### src/rtl/ipr_pkg.sv
package ipr_pkg;
  parameter int SRC_W  = 24;
  parameter int PRIO_W = 8;
  parameter int OWN_W  = 4;
  localparam int XIRR_W = PRIO_W + SRC_W;
  localparam logic [SRC_W-1:0]  IPI_SRC  = SRC_W'(2);
  localparam logic [PRIO_W-1:0] PRIO_OFF = '1;

  typedef enum logic [2:0] {
    OP_SET_PRIO = 3'd0,
    OP_SET_IPI  = 3'd1,
    OP_ACCEPT   = 3'd2,
    OP_EOI      = 3'd3,
    OP_POLL     = 3'd4
  } op_e;

  typedef struct packed {
    logic [PRIO_W-1:0] cppr;
    logic [SRC_W-1:0]  xisr;
    logic [PRIO_W-1:0] pp;
    logic [PRIO_W-1:0] ipi;
    logic              own_v;
    logic [OWN_W-1:0]  own_id;
  } pst_t;
endpackage

### src/rtl/ipr_op_unit.sv
module ipr_op_unit
  import ipr_pkg::*;
(
  input  pst_t              st_i,
  input  logic              op_valid_i,
  input  op_e               op_i,
  input  logic [XIRR_W-1:0] data_i,
  output pst_t              st_o,
  output logic              bounce_v_o,
  output logic [SRC_W-1:0]  bounce_src_o,
  output logic [OWN_W-1:0]  bounce_own_o,
  output logic              eoi_v_o,
  output logic [SRC_W-1:0]  eoi_src_o,
  output logic              resend_o,
  output logic              rd_v_o,
  output logic [XIRR_W-1:0] rd_o
);
  pst_t              s;
  logic [PRIO_W-1:0] v, old_cppr;
  logic              do_ipi, do_resend;

  assign v = data_i[PRIO_W-1:0];

  always_comb begin
    s            = st_i;
    old_cppr     = st_i.cppr;
    bounce_v_o   = 1'b0;
    bounce_src_o = '0;
    bounce_own_o = '0;
    eoi_v_o      = 1'b0;
    eoi_src_o    = '0;
    rd_v_o       = 1'b0;
    rd_o         = {st_i.cppr, st_i.xisr};
    do_ipi       = 1'b0;
    do_resend    = 1'b0;
    if (op_valid_i) begin
      case (op_i)
        OP_SET_PRIO: begin
          s.cppr = v;
          if (v < old_cppr) begin
            if (s.xisr != '0 && v <= s.pp) begin
              bounce_v_o   = s.own_v;
              bounce_src_o = s.xisr;
              bounce_own_o = s.own_id;
              s.xisr  = '0;
              s.pp    = PRIO_OFF;
              s.own_v = 1'b0;
            end
          end else if (s.xisr == '0) begin
            do_resend = 1'b1;
          end
        end
        OP_SET_IPI: begin
          s.ipi = v;
          if (v < s.cppr) do_ipi = 1'b1;
        end
        OP_ACCEPT: begin
          rd_v_o  = 1'b1;
          s.cppr  = s.pp;
          s.xisr  = '0;
          s.pp    = PRIO_OFF;
          s.own_v = 1'b0;
        end
        OP_EOI: begin
          s.cppr    = data_i[XIRR_W-1:SRC_W];
          eoi_v_o   = 1'b1;
          eoi_src_o = data_i[SRC_W-1:0];
          if (s.xisr == '0) do_resend = 1'b1;
        end
        OP_POLL: rd_v_o = 1'b1;
        default: ;
      endcase
    end
    if (do_resend && s.ipi < s.cppr) do_ipi = 1'b1;
    // IPI check: present source 2 unless something at least as favoured waits
    if (do_ipi && !(s.xisr != '0 && s.pp <= s.ipi)) begin
      if (s.xisr != '0 && s.own_v) begin
        bounce_v_o   = 1'b1;
        bounce_src_o = s.xisr;
        bounce_own_o = s.own_id;
      end
      s.xisr  = IPI_SRC;
      s.pp    = s.ipi;
      s.own_v = 1'b0;
    end
    st_o     = s;
    resend_o = do_resend;
  end
endmodule

### src/rtl/ipr_dlv_unit.sv
module ipr_dlv_unit
  import ipr_pkg::*;
(
  input  pst_t              st_i,
  input  logic              dlv_valid_i,
  input  logic [SRC_W-1:0]  dlv_src_i,
  input  logic [PRIO_W-1:0] dlv_prio_i,
  input  logic [OWN_W-1:0]  dlv_own_i,
  input  logic              bounce_v_i,
  input  logic [SRC_W-1:0]  bounce_src_i,
  input  logic [OWN_W-1:0]  bounce_own_i,
  output pst_t              st_o,
  output logic              bounce_v_o,
  output logic [SRC_W-1:0]  bounce_src_o,
  output logic [OWN_W-1:0]  bounce_own_o,
  output logic              nack_v_o,
  output logic [SRC_W-1:0]  nack_src_o
);
  logic busy, refuse;

  assign busy   = st_i.xisr != '0;
  assign refuse = (dlv_prio_i >= st_i.cppr) || (busy && st_i.pp <= dlv_prio_i);

  always_comb begin
    st_o         = st_i;
    bounce_v_o   = bounce_v_i;
    bounce_src_o = bounce_src_i;
    bounce_own_o = bounce_own_i;
    nack_v_o     = 1'b0;
    nack_src_o   = dlv_src_i;
    if (dlv_valid_i) begin
      if (refuse) begin
        nack_v_o = 1'b1;
      end else begin
        // an owned pending entry here implies the op stage bounced nothing
        if (busy && st_i.own_v) begin
          bounce_v_o   = 1'b1;
          bounce_src_o = st_i.xisr;
          bounce_own_o = st_i.own_id;
        end
        st_o.xisr   = dlv_src_i;
        st_o.pp     = dlv_prio_i;
        st_o.own_v  = 1'b1;
        st_o.own_id = dlv_own_i;
      end
    end
  end
endmodule

### src/rtl/irq_presenter.sv
module irq_presenter
  import ipr_pkg::*;
(
  input  logic              clk_i,
  input  logic              rst_ni,
  input  logic              op_valid_i,
  input  logic [2:0]        op_code_i,
  input  logic [XIRR_W-1:0] op_data_i,
  input  logic              dlv_valid_i,
  input  logic [SRC_W-1:0]  dlv_src_i,
  input  logic [PRIO_W-1:0] dlv_prio_i,
  input  logic [OWN_W-1:0]  dlv_own_i,
  output logic              irq_o,
  output logic              rd_valid_o,
  output logic [XIRR_W-1:0] rd_data_o,
  output logic [PRIO_W-1:0] rd_ipi_o,
  output logic              bounce_valid_o,
  output logic [SRC_W-1:0]  bounce_src_o,
  output logic [OWN_W-1:0]  bounce_own_o,
  output logic              nack_valid_o,
  output logic [SRC_W-1:0]  nack_src_o,
  output logic              eoi_valid_o,
  output logic [SRC_W-1:0]  eoi_src_o,
  output logic              resend_o
);
  pst_t              st_q, st_op, st_d;
  logic              ob_v, db_v, nk_v, eo_v, rs_v, rd_v;
  logic [SRC_W-1:0]  ob_src, db_src, nk_src, eo_src;
  logic [OWN_W-1:0]  ob_own, db_own;
  logic [XIRR_W-1:0] rd_w;

  ipr_op_unit u_op (
    .st_i(st_q), .op_valid_i(op_valid_i), .op_i(op_e'(op_code_i)), .data_i(op_data_i),
    .st_o(st_op), .bounce_v_o(ob_v), .bounce_src_o(ob_src), .bounce_own_o(ob_own),
    .eoi_v_o(eo_v), .eoi_src_o(eo_src), .resend_o(rs_v), .rd_v_o(rd_v), .rd_o(rd_w)
  );

  ipr_dlv_unit u_dlv (
    .st_i(st_op), .dlv_valid_i(dlv_valid_i), .dlv_src_i(dlv_src_i),
    .dlv_prio_i(dlv_prio_i), .dlv_own_i(dlv_own_i),
    .bounce_v_i(ob_v), .bounce_src_i(ob_src), .bounce_own_i(ob_own),
    .st_o(st_d), .bounce_v_o(db_v), .bounce_src_o(db_src), .bounce_own_o(db_own),
    .nack_v_o(nk_v), .nack_src_o(nk_src)
  );

  always_ff @(posedge clk_i or negedge rst_ni) begin
    if (!rst_ni) begin
      st_q           <= '{cppr: '0, xisr: '0, pp: PRIO_OFF, ipi: PRIO_OFF,
                          own_v: 1'b0, own_id: '0};
      rd_valid_o     <= 1'b0;
      rd_data_o      <= '0;
      rd_ipi_o       <= PRIO_OFF;
      bounce_valid_o <= 1'b0;
      bounce_src_o   <= '0;
      bounce_own_o   <= '0;
      nack_valid_o   <= 1'b0;
      nack_src_o     <= '0;
      eoi_valid_o    <= 1'b0;
      eoi_src_o      <= '0;
      resend_o       <= 1'b0;
    end else begin
      st_q           <= st_d;
      rd_valid_o     <= rd_v;
      if (rd_v) begin
        rd_data_o <= rd_w;
        rd_ipi_o  <= st_q.ipi;
      end
      bounce_valid_o <= db_v;
      bounce_src_o   <= db_src;
      bounce_own_o   <= db_own;
      nack_valid_o   <= nk_v;
      nack_src_o     <= nk_src;
      eoi_valid_o    <= eo_v;
      eoi_src_o      <= eo_src;
      resend_o       <= rs_v;
    end
  end

  assign irq_o = st_q.xisr != '0;
endmodule

### config.mk
export PLATFORM = sky130hd
export DESIGN_NAME = irq_presenter
export DESIGN_NICKNAME = d
export VERILOG_FILES = /design/src/rtl/ipr_pkg.sv /design/src/rtl/ipr_op_unit.sv /design/src/rtl/ipr_dlv_unit.sv /design/src/rtl/irq_presenter.sv
export SDC_FILE = /design/constraint.sdc
export NUM_CORES = 1
export LEC_CHECK = 0
export CORE_ASPECT_RATIO = 0.5
export CORE_UTILIZATION = 40
export CTS_BUF_LIST = sky130_fd_sc_hd__clkbuf_16
export CTS_CLUSTER_DIAMETER = 150
export DETAILED_ROUTE_END_ITERATION = 10
export GPL_TIMING_DRIVEN = 1
export HOLD_SLACK_MARGIN = 0.02
export PLACE_DENSITY_LB_ADDON = 0.15
export SETUP_SLACK_MARGIN = 0.3
export SLEW_MARGIN = 20
export SYNTH_ARGS = -nofsm -noshare
export SYNTH_HDL_FRONTEND = slang
export SYNTH_SLANG_ARGS = --single-unit
### constraint.sdc
create_clock -name clk_i -period 11.65 [get_ports clk_i]
set_clock_uncertainty 0.05 [all_clocks]
set_input_delay 1.7475 -clock clk_i [delete_from_list [all_inputs] [get_ports clk_i]]
set_output_delay 1.7475 -clock clk_i [all_outputs]
set_load 0.03 [all_outputs]
## Word level (Yosys, flattened, before mapping)

Index checks and enable logic that the tools add are counted.

| word-level totals | value |
|---|---|
| word-level logic and storage cells | 102 |
| flip-flop bits (word level) | 174 |
| output and inout bits | 122 |

| operators by class | value |
|---|---|
| reduce and logical (&&, ||, !) cells | 16 |
| bitwise operators | 1 |
| equality and inequality tests | 4 |
| multiplexer cells | 58 |
| order comparisons | 6 |

Operator list:

| operator | number |
|---|---|
| 2-to-1 mux 24 bit | 11 |
| 2-to-1 mux 32 bit | 5 |
| nonzero test 24 bit | 3 |
| case mux 32 bit (2 select lines) | 1 |
| 2-to-1 mux 49 bit | 1 |
| 2-to-1 mux 4 bit | 9 |
| 2-to-1 mux 1 bit | 25 |
| less-or-equal comparator 8 bit | 3 |
| zero test 24 bit | 1 |
| case mux 8 bit (3 select lines) | 1 |
| < comparator 8 bit | 2 |
| 2-to-1 mux 5 bit | 2 |
| greater-or-equal comparator 8 bit | 1 |
| 2-to-1 mux 8 bit | 1 |
| logical AND 1 bit | 7 |
| equality test 3 x 2 -> 1 bit (second input constant) | 2 |
| case mux 1 bit (2 select lines) | 2 |
| equality test 3 x 1 -> 1 bit (second input constant) | 1 |
| equality test 3 bit (second input constant) | 1 |
| zero test 3 bit | 1 |
| AND reduction 2 bit | 1 |
| OR reduction 2 bit | 1 |
| zero test 1 bit | 1 |
| logical OR 1 bit | 1 |
| NOT 1 bit | 1 |

## Logic depth before layout (Yosys ltp)

| depth | value |
|---|---|
| word-level depth | 16 |
| depth in mapped cells | 26 |
| gate-level depth less buffers | 25 |

## Hierarchy

From an unflattened synthesis, not the netlist that was laid out.

| second synthesis, totals | value |
|---|---|
| cell total of the unflattened synthesis | 742 |
| area, all modules | 8909.8 µm² |

Modules (own cells, without submodules):

| module | cells each | seq. area each (µm²) | instances | area an instance (µm²) |
|---|---|---|---|---|
| irq_presenter | 226 | 4384.2 | 1 | 4931.0 |
| ipr_op_unit | 336 | 0.0 | 1 | 2382.3 |
| ipr_dlv_unit | 180 | 0.0 | 1 | 1596.5 |

## Least setup slack after synthesis

Ideal clock, no wire load.

| timing path | value |
|---|---|
| path type | input to register |
| start point | in op_data_i[3] |
| end point | reg bounce_src_o[10] |
| slack | 4.358 ns |
| path buffers | 1 |
| library setup time | 0.118 ns |
| stages | 25 |
| data arrival time | 7.124 ns |
| path through | ha_1 and3_1 a221o_1 a21o_1 a211oi_2 a31oi_1 nand2_1 ha_1 a21o_1 a21oi_1 a21o_1 a21oi_1 a2111oi_4 nor2_4 mux2_2 ha_1 a21o_1 a21oi_1 inv_1 o31a_1 a2111oi_0 o22ai_2 a31oi_4 buf_4 nor2b_1 |

| on the way | value |
|---|---|
| longest elaborated chain between the ends | 16 |
| elaborated cells between the ends (all ways) | 44 |

RTL lines:

| element | line | source |
|---|---|---|
| start: declaration | irq_presenter.sv:8 | `input logic [XIRR_W-1:0] op_data_i,` |
| less-or-equal comparator 8 bit | ipr_op_unit.sv:41 | `if (s.xisr != '0 && v <= s.pp) begin` |
| logical AND 1 bit | ipr_op_unit.sv:41 |  |
| 2-to-1 mux 32 bit | ipr_op_unit.sv:41 |  |
| 2-to-1 mux 32 bit | ipr_op_unit.sv:40 | `if (v < old_cppr) begin` |
| case mux 32 bit (2 select lines) | ipr_op_unit.sv:37 | `case (op_i)` |
| 2-to-1 mux 49 bit | ipr_op_unit.sv:36 | `if (op_valid_i) begin` |
| less-or-equal comparator 8 bit or nonzero test 24 bit (tied branches) | ipr_op_unit.sv:76, ipr_op_unit.sv:77 |  |
| logical AND 1 bit | ipr_op_unit.sv:76 | `if (do_ipi && !(s.xisr != '0 && s.pp <= s.ipi)) begin` |
| zero test 1 bit | ipr_op_unit.sv:76 |  |
| logical AND 1 bit | ipr_op_unit.sv:76 |  |
| 2-to-1 mux 32 bit | ipr_op_unit.sv:76 |  |
| less-or-equal comparator 8 bit or nonzero test 24 bit (tied branches) | ipr_dlv_unit.sv:22, ipr_dlv_unit.sv:21 |  |
| logical AND 1 bit, on equally long branches | ipr_dlv_unit.sv:22, ipr_dlv_unit.sv:36 |  |
| logical OR 1 bit or 2-to-1 mux 24 bit (tied branches) | ipr_dlv_unit.sv:22, ipr_dlv_unit.sv:36 |  |
| 2-to-1 mux 24 bit | ipr_dlv_unit.sv:32 | `if (refuse) begin` |
| 2-to-1 mux 24 bit (*) | ipr_dlv_unit.sv:31 | `if (dlv_valid_i) begin` |
| via db_src[10] | irq_presenter.sv:28 | `logic [SRC_W-1:0] ob_src, db_src, nk_src, eo_src;` |
| end signal: assignment | irq_presenter.sv:69 | `bounce_src_o <= db_src;` |
| end: declaration | irq_presenter.sv:18 | `output logic [SRC_W-1:0] bounce_src_o,` |

Mark *: on every way through the listed nets, which the timed path passes. The rest lies on a longest branch.
A chain may end at the register's enable or synchronous reset.

## Worst setup path after layout

| timing path | value |
|---|---|
| start point | in op_data_i[3] |
| end point | reg bounce_src_o[4] |

The elaborated chain is that of the path after synthesis.

==> impl_results.md <==
* FP Rows at 35
* Antenna-violating nets left at 0
* Metal2 WL at around 9200 um
* Die H at slightly above 100 um
* Via count at between 5000 and 6000
* Area growth syn-to-layout at 35.83%
* Synthesized Nets at 829
* H-tree Lvls at 4
* Core Area at 0.01870 sq mm
* Share of cells above drive strength 1 at 0.1004
* Die area at between 0.02 and 0.025 sq mm
* Syn. warnings at 0
* Nature of the critical path endpoint: flip-flop
* MaxCap Viol Count at 0
* Top_reg_cell synth: dfrtp_1
* Gr ovfl total at 0
* Slew HR at 0.3120
* RePlAce Congestion at between 0.8 and 0.9
* Clock-pin slew on the worst setup and hold paths at approximately 0.070 ns
* Largest net degree at the start of global routing at 98
* Area fraction of the dominant cell type after synthesis at 0.4829
* VDD IR max at 0.1223 mV
* Uppermost layer routed: met4
* Number of fill cells in the layout at 1655
* Pin slew with the least headroom to its limit at a little over 1 ns
* Root Buffer: clkbuf_16
* Synth top area cells: dfrtp_1 48%, dfstp_2 8.1%, nand2_1 7.4%
* TritonCTS Buffers at 17
* Seq/Total Area, Yosys at 0.5640
* Mean Syn Cell Area at 10.98 sq um
* Placed standard-cell area at 0.009976 sq mm
* Synth Cell Area at about 0.008 sq mm
* Synth Register Bits at between 150 and 200
* ANT cells at 0
* Initial antenna violation count at 0
* Leakage Power at around 4.9 nW
* Die X at between 150 and 200 um
* First-pass GRT wire length at about 31000 um
* Async S/R FF share, synth at 1.000
* Synth cell count leaders: 154 x nand2_1, 150 x dfrtp_1, 66 x inv_1
* Crit Path Class: in -> reg
* Hold buffer count at cts at 0
* Port Buffers at 196
* Clk_lat worst skew at ~0.43 ns
* Wirelength per Cell at between 15 and 20 um
* Cell taking the most area after synthesis: dfrtp_1
* # DRC at 0
* Max Freq at approximately 120 MHz
* Tot GR Track Use at 0.2022
* Startpoint type of the worst setup path: primary input
* Final setup fails at 0
* DR vias/cell at between 4 and 5
* Final HPWL DP at 14200 um
* Post-layout nets at between 1000 and 1500
* IO Count at roughly 200
* Most frequent cell after synthesis: nand2_1
* Cells after Synth at just over 700
* Final max-slew violation count at 0
* DR iter-0 viols at between 200 and 250
* DRT met1 WL at slightly above 9000 um
* Resized cells post-CTS at 0
* Final instance area at ~0.011 sq mm
* Total wire length at ~19000 um
* Status: finished, final reports clean
* Fin crit period at 8.456 ns
* Pwr Density at ~210 mW/mm^2
* Worst Hold Class: reg -> reg
* Setup_tns at 0 ns
* Clk buf depth at 2
* Worst-path maximum fanout at 28
* Hold Fails Final Rpt at 0
* Routed wire length on met3 at 868 um
* CP arrival at just under 9 ns
* Fin crit share at 0.7258
* Initial Util at 0.4157
* Worst Path Required at 11.87 ns
* Post-CTS Setup Bufs at 0
* Synth cell types at between 50 and 60
* Number of synthesized flops with an enable pin at 0
* Clock Sinks at between 150 and 200
* RSZ-0062 raised after global routing: false
* 1st-pass router iterations at 4
* Vias in the first global route at roughly 5700
* CTS tree: done
[power breakdown]
group          switching [mW]  leakage [nW]  internal (mW)
sequential             0.0941          2.20          0.763
clock                   0.256         0.281          0.319
combinational           0.453          2.45          0.344
[sequential cells by signal, indices dropped and copies added, names as in the netlist]
| name | count |
|---|---|
| eoi_valid_o | 1 |
| eoi_src_o | 24 |
| nack_src_o | 24 |
| bounce_valid_o | 1 |
| rd_valid_o | 1 |
| rd_ipi_o | 8 |
| bounce_src_o | 24 |
| resend_o | 1 |
| st_q | 53 |
| nack_valid_o | 1 |
| rd_data_o | 32 |
| bounce_own_o | 4 |
[layout make-up]
cell class,count,area (sq um),area share
clock buffers,17,425.4,0.04029
multi-input cells,443,3015,0.2856
clock inverters,14,157.7,0.01493
repair buffers,201,2001,0.1895
inverters,67,251.5,0.02382
flip-flops and latches,174,4384,0.4152
well taps,259,324.1,0.03069
[worst paths after layout]
check / slack (ns) / startpoint / cells after the start / endpoint
max in group asynchronous: 8.64 / rst_ni / 2 / nack_src_o[3]$_DFF_PN0_
worst max register to register: 4.49 / st_q[16]$_DFF_PN1_ / 25 / bounce_src_o[4]$_DFF_PN0_
worst max-delay path: 3.19 / op_data_i[3] / 25 / bounce_src_o[4]$_DFF_PN0_
worst min-delay path: 0.41 / rd_ipi_o[2]$_DFFE_PN1P_ / 2 / rd_ipi_o[2]$_DFFE_PN1P_
min in group asynchronous: 1.35 / rst_ni / 1 / eoi_src_o[11]$_DFF_PN0_
worst min register to register: 0.41 / rd_ipi_o[2]$_DFFE_PN1P_ / 2 / rd_ipi_o[2]$_DFFE_PN1P_
[cells by family after synthesis]
kind of cell	synth area share
flip-flops	0.5640
AND/OR/NAND/NOR	0.1552
adder cells (fa/ha/maj)	0.07404
XOR/XNOR	0.001127
buffers and inverters	0.04812
multiplexers	0.08225
AO/OA/AOI/OAI	0.07533
[per-layer routing]
layer | vias up | global-route usage
met3 | 14 | 0.03847
met1 | 2811 | 0.2791
li1 | 2728 | -
met5 | - | 0
met2 | 121 | 0.3315
met4 | 0 | 0.04497
[cell usage in the layout, fill, tap and decap left out, drive strengths merged, types with 2 or more instances in the layout]
cell / count
clkdlybuf4s50: 195
nand2: 154
dfrtp: 150
inv: 72
ha: 46
mux2i: 41
nor2b: 33
and2: 25
o21ai: 25
dfstp: 24
mux2: 19
clkbuf: 17
a21oi: 15
nor2: 13
a21o: 10
nor4: 6
nand3: 6
buf: 6
o21a: 5
nand2b: 5
nor3: 4
a211oi: 4
a2111oi: 4
clkinv: 4
clkinvlp: 3
a31oi: 3
and4: 2
and3: 2
nand4: 2
bufinv: 2
nor3b: 2
o22ai: 2
a31o: 2
[worst max-delay path, stage by stage]
cell	delay [ns]
clkdlybuf4s50_1	0.52
ha_1	0.35
and3_1	0.19
a221o_1	0.34
a21o_1	0.19
a211oi_2	0.46
a31oi_1	0.38
nand2_1	0.20
ha_1	0.27
a21o_1	0.17
a21oi_1	0.14
a21o_1	0.13
a21oi_1	0.09
a2111oi_4	0.42
nor2_4	0.14
mux2_2	0.31
ha_1	0.29
a21o_1	0.15
a21oi_1	0.18
inv_1	0.05
o31a_1	0.32
a2111oi_0	0.47
o22ai_2	0.21
a31oi_4	0.80
nor2b_1	0.12
[metrics by stage]
step	hold slack [ns]	std cells	setup slack (ns)	util	power [mW]
finish	0.4095	1175	3.194	0.5647	2.229
global route	0.4224	1175	2.775	0.5647	2.358
CTS	0.4135	1175	3.240	0.5647	2.249
detailed placement	0.4021	1144	2.804	0.5335	1.671
global placement	0.4003	1144	3.028	0.5335	1.653
floorplan	0.3842	708	4.358	-	1.354
Power figures use the tool's default switching activity.
